==> config.mk <==
export PLATFORM = sky130hd
export DESIGN_NAME = fpll_csr
export DESIGN_NICKNAME = d
export VERILOG_FILES = /design/src/rtl/fpll_pkg.sv /design/src/rtl/fpll_cfg_regs.sv /design/src/rtl/fpll_reload_ctl.sv /design/src/rtl/fpll_lock_timer.sv /design/src/rtl/fpll_csr.sv
export SDC_FILE = /design/constraint.sdc
export NUM_CORES = 1
export LEC_CHECK = 0
export BUFFER_PORTS_ARGS = -buffer_cell sky130_fd_sc_hd__buf_2
export CORE_MARGIN = 3
export CORE_UTILIZATION = 35
export DETAILED_ROUTE_END_ITERATION = 16
export GPL_TIMING_DRIVEN = 0
export PLACE_DENSITY = 0.59
export SETUP_SLACK_MARGIN = 0.02
export SYNTH_ARGS = -nofsm -noshare
export SYNTH_HDL_FRONTEND = slang
export SYNTH_SLANG_ARGS = --single-unit
==> constraint.sdc <==
create_clock -name clk -period 2.1 [get_ports clk]
set_input_delay 0.21 -clock clk [delete_from_list [all_inputs] [get_ports clk]]
set_output_delay 0.21 -clock clk [all_outputs]
set_load 0.02 [all_outputs]
==> src/rtl/fpll_pkg.sv <==
package fpll_pkg;
  localparam int DATA_W   = 32;
  localparam int FRAC_W   = 24;
  localparam int INT_W    = 7;
  localparam int ODIV_W   = 5;
  localparam int FRAC_LSB = 7;
  localparam int B_LOCK   = 31;
  localparam int B_CLKEN  = 21;
  localparam int B_PD     = 19;
  localparam int B_BYP    = 14;
  localparam int B_REQ    = 12;
  localparam int B_ACK    = 11;

  typedef struct packed {
    logic              clken;
    logic              pd;
    logic              byp;
    logic              req;
    logic [ODIV_W-1:0] odiv;
  } ctrl_t;

  localparam ctrl_t CTRL_RST = '{clken: 1'b0, pd: 1'b1, byp: 1'b0, req: 1'b0, odiv: '0};
endpackage

==> src/rtl/fpll_cfg_regs.sv <==
module fpll_cfg_regs
  import fpll_pkg::*;
(
  input  logic              clk,
  input  logic              rst_n,
  input  logic              w0_we,
  input  logic              w1_we,
  input  logic [DATA_W-1:0] wdata,
  output ctrl_t             ctrl,
  output logic [INT_W-1:0]  stg_int,
  output logic [FRAC_W-1:0] stg_frac
);
  ctrl_t             ctrl_q, ctrl_d;
  logic [INT_W-1:0]  int_q, int_d;
  logic [FRAC_W-1:0] frac_q, frac_d;
  logic              unused_wbit;

  assign unused_wbit = wdata[DATA_W-1];

  always_comb begin
    ctrl_d = ctrl_q;
    int_d  = int_q;
    frac_d = frac_q;
    if (w0_we) begin
      ctrl_d.clken = wdata[B_CLKEN];
      ctrl_d.pd    = wdata[B_PD];
      ctrl_d.byp   = wdata[B_BYP];
      ctrl_d.req   = wdata[B_REQ];
      ctrl_d.odiv  = wdata[ODIV_W-1:0];
    end
    if (w1_we) begin
      int_d  = wdata[INT_W-1:0];
      frac_d = wdata[FRAC_LSB +: FRAC_W];
    end
  end

  always_ff @(posedge clk or negedge rst_n) begin
    if (!rst_n) begin
      ctrl_q <= CTRL_RST;
      int_q  <= '0;
      frac_q <= '0;
    end else begin
      ctrl_q <= ctrl_d;
      int_q  <= int_d;
      frac_q <= frac_d;
    end
  end

  assign ctrl     = ctrl_q;
  assign stg_int  = int_q;
  assign stg_frac = frac_q;
endmodule

==> src/rtl/fpll_reload_ctl.sv <==
module fpll_reload_ctl
  import fpll_pkg::*;
(
  input  logic              clk,
  input  logic              rst_n,
  input  logic              req,
  input  logic              pd,
  input  logic              byp,
  input  logic [INT_W-1:0]  stg_int,
  input  logic [FRAC_W-1:0] stg_frac,
  output logic              ack,
  output logic              reload_evt,
  output logic [INT_W-1:0]  act_int,
  output logic [FRAC_W-1:0] act_frac
);
  logic              ack_q, ack_d;
  logic [INT_W-1:0]  int_q, int_d;
  logic [FRAC_W-1:0] frac_q, frac_d;
  logic              follow;

  assign reload_evt = req & ~ack_q & ~pd & ~byp;
  assign follow     = req & (pd | byp);

  always_comb begin
    ack_d  = req ? (ack_q | reload_evt) : 1'b0;
    int_d  = int_q;
    frac_d = frac_q;
    if (reload_evt || follow) begin
      int_d  = stg_int;
      frac_d = stg_frac;
    end
  end

  always_ff @(posedge clk or negedge rst_n) begin
    if (!rst_n) begin
      ack_q  <= 1'b0;
      int_q  <= '0;
      frac_q <= '0;
    end else begin
      ack_q  <= ack_d;
      int_q  <= int_d;
      frac_q <= frac_d;
    end
  end

  assign ack      = ack_q;
  assign act_int  = int_q;
  assign act_frac = frac_q;
endmodule

==> src/rtl/fpll_lock_timer.sv <==
module fpll_lock_timer #(
  parameter int SETTLE_CYCLES = 64
) (
  input  logic clk,
  input  logic rst_n,
  input  logic restart,
  output logic locked
);
  localparam int CNT_W = $clog2(SETTLE_CYCLES + 1);
  localparam logic [CNT_W-1:0] CNT_LAST = CNT_W'(SETTLE_CYCLES - 1);

  logic [CNT_W-1:0] cnt_q, cnt_d;
  logic             lk_q, lk_d;

  always_comb begin
    cnt_d = cnt_q;
    lk_d  = lk_q;
    if (restart) begin
      cnt_d = '0;
      lk_d  = 1'b0;
    end else if (!lk_q) begin
      if (cnt_q == CNT_LAST) lk_d = 1'b1;
      else                   cnt_d = cnt_q + 1'b1;
    end
  end

  always_ff @(posedge clk or negedge rst_n) begin
    if (!rst_n) begin
      cnt_q <= '0;
      lk_q  <= 1'b0;
    end else begin
      cnt_q <= cnt_d;
      lk_q  <= lk_d;
    end
  end

  assign locked = lk_q;
endmodule

==> src/rtl/fpll_csr.sv <==
module fpll_csr
  import fpll_pkg::*;
#(
  parameter int ADDR_W        = 3,
  parameter int SETTLE_CYCLES = 64
) (
  input  logic              clk,
  input  logic              rst_n,
  input  logic [ADDR_W-1:0] bus_addr,
  input  logic              bus_we,
  input  logic [31:0]       bus_wdata,
  output logic [31:0]       bus_rdata,
  output logic              pll_pd,
  output logic              pll_bypass,
  output logic              pll_clk_en,
  output logic [4:0]        out_div_code,
  output logic [6:0]        act_fbk_int,
  output logic [23:0]       act_fbk_frac,
  output logic              pll_locked
);
  localparam int WSEL_W = ADDR_W - 2;

  logic [WSEL_W-1:0] widx;
  logic              hit0, hit1;
  logic [1:0]        unused_abits;
  ctrl_t             ctl;
  logic              ctl_req, rl_ack, reload_evt;
  logic [INT_W-1:0]  stg_int;
  logic [FRAC_W-1:0] stg_frac;

  assign widx         = bus_addr[ADDR_W-1:2];
  assign unused_abits = bus_addr[1:0];
  assign hit0         = (widx == WSEL_W'(0));
  assign hit1         = (widx == WSEL_W'(1));

  fpll_cfg_regs u_regs (
    .clk      (clk),
    .rst_n    (rst_n),
    .w0_we    (bus_we & hit0),
    .w1_we    (bus_we & hit1),
    .wdata    (bus_wdata),
    .ctrl     (ctl),
    .stg_int  (stg_int),
    .stg_frac (stg_frac)
  );

  assign ctl_req = ctl.req;

  fpll_reload_ctl u_reload (
    .clk        (clk),
    .rst_n      (rst_n),
    .req        (ctl_req),
    .pd         (ctl.pd),
    .byp        (ctl.byp),
    .stg_int    (stg_int),
    .stg_frac   (stg_frac),
    .ack        (rl_ack),
    .reload_evt (reload_evt),
    .act_int    (act_fbk_int),
    .act_frac   (act_fbk_frac)
  );

  fpll_lock_timer #(.SETTLE_CYCLES(SETTLE_CYCLES)) u_lock (
    .clk     (clk),
    .rst_n   (rst_n),
    .restart (ctl.pd | reload_evt),
    .locked  (pll_locked)
  );

  always_comb begin
    bus_rdata = '0;
    if (hit0) begin
      bus_rdata[B_LOCK]       = pll_locked;
      bus_rdata[B_CLKEN]      = ctl.clken;
      bus_rdata[B_PD]         = ctl.pd;
      bus_rdata[B_BYP]        = ctl.byp;
      bus_rdata[B_REQ]        = ctl.req;
      bus_rdata[B_ACK]        = rl_ack;
      bus_rdata[ODIV_W-1:0]   = ctl.odiv;
    end else if (hit1) begin
      bus_rdata[INT_W-1:0]          = stg_int;
      bus_rdata[FRAC_LSB +: FRAC_W] = stg_frac;
    end
  end

  assign pll_pd       = ctl.pd;
  assign pll_bypass   = ctl.byp;
  assign pll_clk_en   = ctl.clken;
  assign out_div_code = ctl.odiv;
endmodule

==> run_results.csv <==
group,metric,value,unit
outcome,outcome,"completed",
hold_path,hp-class,"in -> reg",
floorplan,core,9500,µm²
sta,tns,0,ns
synth,synth_cell_types,30,
detailed_routing,drt-vias-per-instance,4.54,
placement,dp_hpwl,5420,µm
setup_path,path_cells,"ha_1 -> and4b_1 -> a31oi_1 -> mux2i_1",
sta,whs,0.0956,ns
setup_path,critical_path.slowest_cell,"dfrtp_1",
synth,yosys-top-cells-area,"dfrtp_1 (56%), mux2_2 (16%), mux2_4 (13%)",
setup_path,critPathKind,"reg -> reg",
synth,synth-main-ff-cell,"dfrtp_1",
placement,io_buffers,105,
setup_path,crit_fanout,5,
synth,synth_top_area_share,56.1,%
floorplan,io_pins,110,
pwr,vdd_ir_drop_max,0.000454,V
floorplan,die_height,106,µm
synth,synth_seq_cells,80,
synth,yosysTopAreaCell,"dfrtp_1",
synth,yosysWarnings,0,
clocking,cts_tree,"built",
global_route,grt_pass1_vias,2297,
pwr,finalPower,4.93,mW
detailed_routing,vias,2186,
synth,syn_area,3520,µm²
synth,synth_edf_count,0,
setup_path,worstPathRequired,2.36,ns
sta,setup_viol,0,
sta,hold_viol,0,
global_route,overflow,0,
clocking,h-tree-depth,3,
sta,slew_headroom,69.4,%
clocking,cts_buffers,9,
hold_path,min_from,"bus_wdata[29]",
job,cap_violations,0,
floorplan,dieArea,11300,µm²
setup_path,ff2ff_path_depth,4,
finish,diodes,0,
placement,placed_area,4240,µm²
synth,async_flop_share,100,%
finish,syn_to_final_growth,27.3,%
floorplan,start_util,37.1,%
sta,tightest_slew,0.458,ns
synth,avgSynthCellArea,15.3,µm²
sta,skew,0.00929,ns
setup_path,rr_startpoint,"u_lock.cnt_q[0]",
global_route,grt_usage,14.0,%
global_route,grt_pass1_wl,12300,µm
detailed_routing,first_iter_violations,34,
setup_path,r2r-end,"u_lock.cnt_q[1]",
sta,rsz0062_at_grt,"no",
floorplan,die_x,106,µm
detailed_routing,ant_nets,0,
synth,seq_area_frac_synth,56.8,%
global_route,antenna_found_initial,0,
setup_path,critPathCaptureType,"flip-flop",
global_route,grt_max_degree,49,
detailed_routing,wl_per_cell,15.6,µm
hold_path,hold_depth,2,
detailed_routing,drc,0,
setup_path,reg2reg_slack,0.52,ns
synth,synth_nets,270,
finish,drive_above_1_share,60.6,%
pwr,power_density,1100,nW/µm²
clocking,cts_resized,0,
sta,max_freq,0.634,GHz
floorplan,num_rows,35,
synth,syn_inst,231,
placement,place_congestion,0.740,
clocking,cts_num_sinks,80,
detailed_routing,wl,7510,µm
sta,slew_viol_final,0,
setup_path,slowest_delay,0.41,ns
clocking,root_buffer,"clkbuf_8",
setup_path,cp.arrival,1.84,ns
clocking,clkTransAtPathRegs,0.08,ns
finish,fin_area,4490,µm²
sta,period_minus_slack,1.58,ns
sta,finalCritPeriodShare,75.1,%
finish,post-route-util,47.2,%
setup_path,crit_path_start_kind,"flip-flop",
pwr,leakage,2.18,nW
detailed_routing,first_pass_iters,4,
clocking,insertion_delay,0.34,ns
hold_path,hold_path_end,"u_regs.stg_frac[22]",
clocking,clk_path_buf_depth,2,
finish,fin_nets,388,
worst max-delay path: cells and delay by family, from the launching register on:
family | cells | cell delay [ns]
and+or+nand+nor | 1 | 0.25
muxes | 1 | 0.23
DFF | 1 | 0.41
adders and majority gates | 1 | 0.24
AOI/OAI and AO/OA | 1 | 0.37
power by group:
part | switching [mW] | total (mW) | internal, mW
Combinational | 0.766 | 1.51 | 0.741
Sequential | 0.213 | 2.09 | 1.88
Clock | 0.516 | 1.33 | 0.818
Total | 1.50 | 4.93 | 3.44
sequential cells by signal, summed over array words and instances (netlist names):
| register | flops |
|---|---|
| u_regs.stg_frac | 24 |
| u_reload.act_frac | 24 |
| u_regs.ctrl | 9 |
| u_lock.cnt_q | 7 |
| u_regs.stg_int | 7 |
| u_reload.act_int | 7 |
| u_lock.locked | 1 |
| u_reload.ack | 1 |
stage by stage:
stage | setup WS, ns | instances
after CTS | 0.508 | 482
after global routing | 0.381 | 482
final | 0.523 | 482
after floorplan | 0.601 | 231
after detailed placement | 0.532 | 466
after global placement | 0.166 | 465
cells in the final DEF (no fill, tap or decap), types with 3 or more instances in the layout:
| cell | netlist | final |
|---|---|---|
| buf_12 | 3 | 3 |
| mux2_4 | 30 | 30 |
| buf_2 | 6 | 110 |
| clkbuf_1 | 2 | 4 |
| a211oi_1 | 3 | 3 |
| dfrtp_1 | 79 | 79 |
| clkbuf_8 | 0 | 10 |
| nand3b_1 | 4 | 4 |
| inv_1 | 4 | 4 |
| bufinv_16 | 0 | 3 |
| and2_1 | 21 | 21 |
| mux2_2 | 51 | 51 |
layer usage:
layer / vias to the layer above / global-route usage [%] / routed length [µm]
met2: 65 / 21.6 / 3410
li1: 1053 / - / -
met3: 7 / 4.92 / 461
met1: 1061 / 18.7 / 3560
met4: 0 / 3.89 / 80
met5: - / 0 / 0
cells by family (layout without fill, tap and decap cells):
family / after synthesis / in the layout / synth area share [%]
adder cells (fa/ha/maj): 1 / 1 / 0.355
multiplexers: 83 / 83 / 29.6
flip-flops: 80 / 80 / 56.8
buffers and inverters: 15 / 137 / 3.19
AND/OR/NAND/NOR: 42 / 42 / 7.63
AO/OA/AOI/OAI: 10 / 10 / 2.34
synth_stat cells (all sizes together), types with 2 or more instances:
cell type and number:
dfrtp 79, clkbuf 2, or3b 2, and4b 2
a211oi 3, mux2i 2, nor4 2, mux2 81
nor2b 2, nand2 2, nor2 3, nand3b 4
and2 21, buf 9, inv 4, nand2b 2
final cells by class:
class                           instances  area, µm²
Buffer                                 11       97.6
Clock buffer                           12        145
Clock inverter                          3       90.1
Fill cell                             885       5020
Inverter                                4       15.0
Multi-Input combinational cell        136       1410
Sequential cell                        80       2000
Tap cell                              129        161
Timing Repair Buffer                  107        566
what timing repair did:
item,in CTS,in global routing
endpoints found under the hold margin,32,0
hold buffers,1,0
setup buffers,0,0
worst max-delay path by stage:
stage / startpoint / to / depth (start not counted)
2_1_floorplan: u_regs.ctrl[7] / u_reload.act_frac[0] / 4
5_1_grt: u_lock.cnt_q[0] / u_lock.cnt_q[0] / 4
4_1_cts: u_lock.cnt_q[0] / u_lock.cnt_q[1] / 4
3_5_place_dp: u_lock.cnt_q[0] / u_lock.cnt_q[1] / 4
3_3_place_gp: rst_n / u_lock.cnt_q[4] / 1
6_report: u_lock.cnt_q[0] / u_lock.cnt_q[1] / 4
No activity file was read; power rests on OpenSTA's default activity.
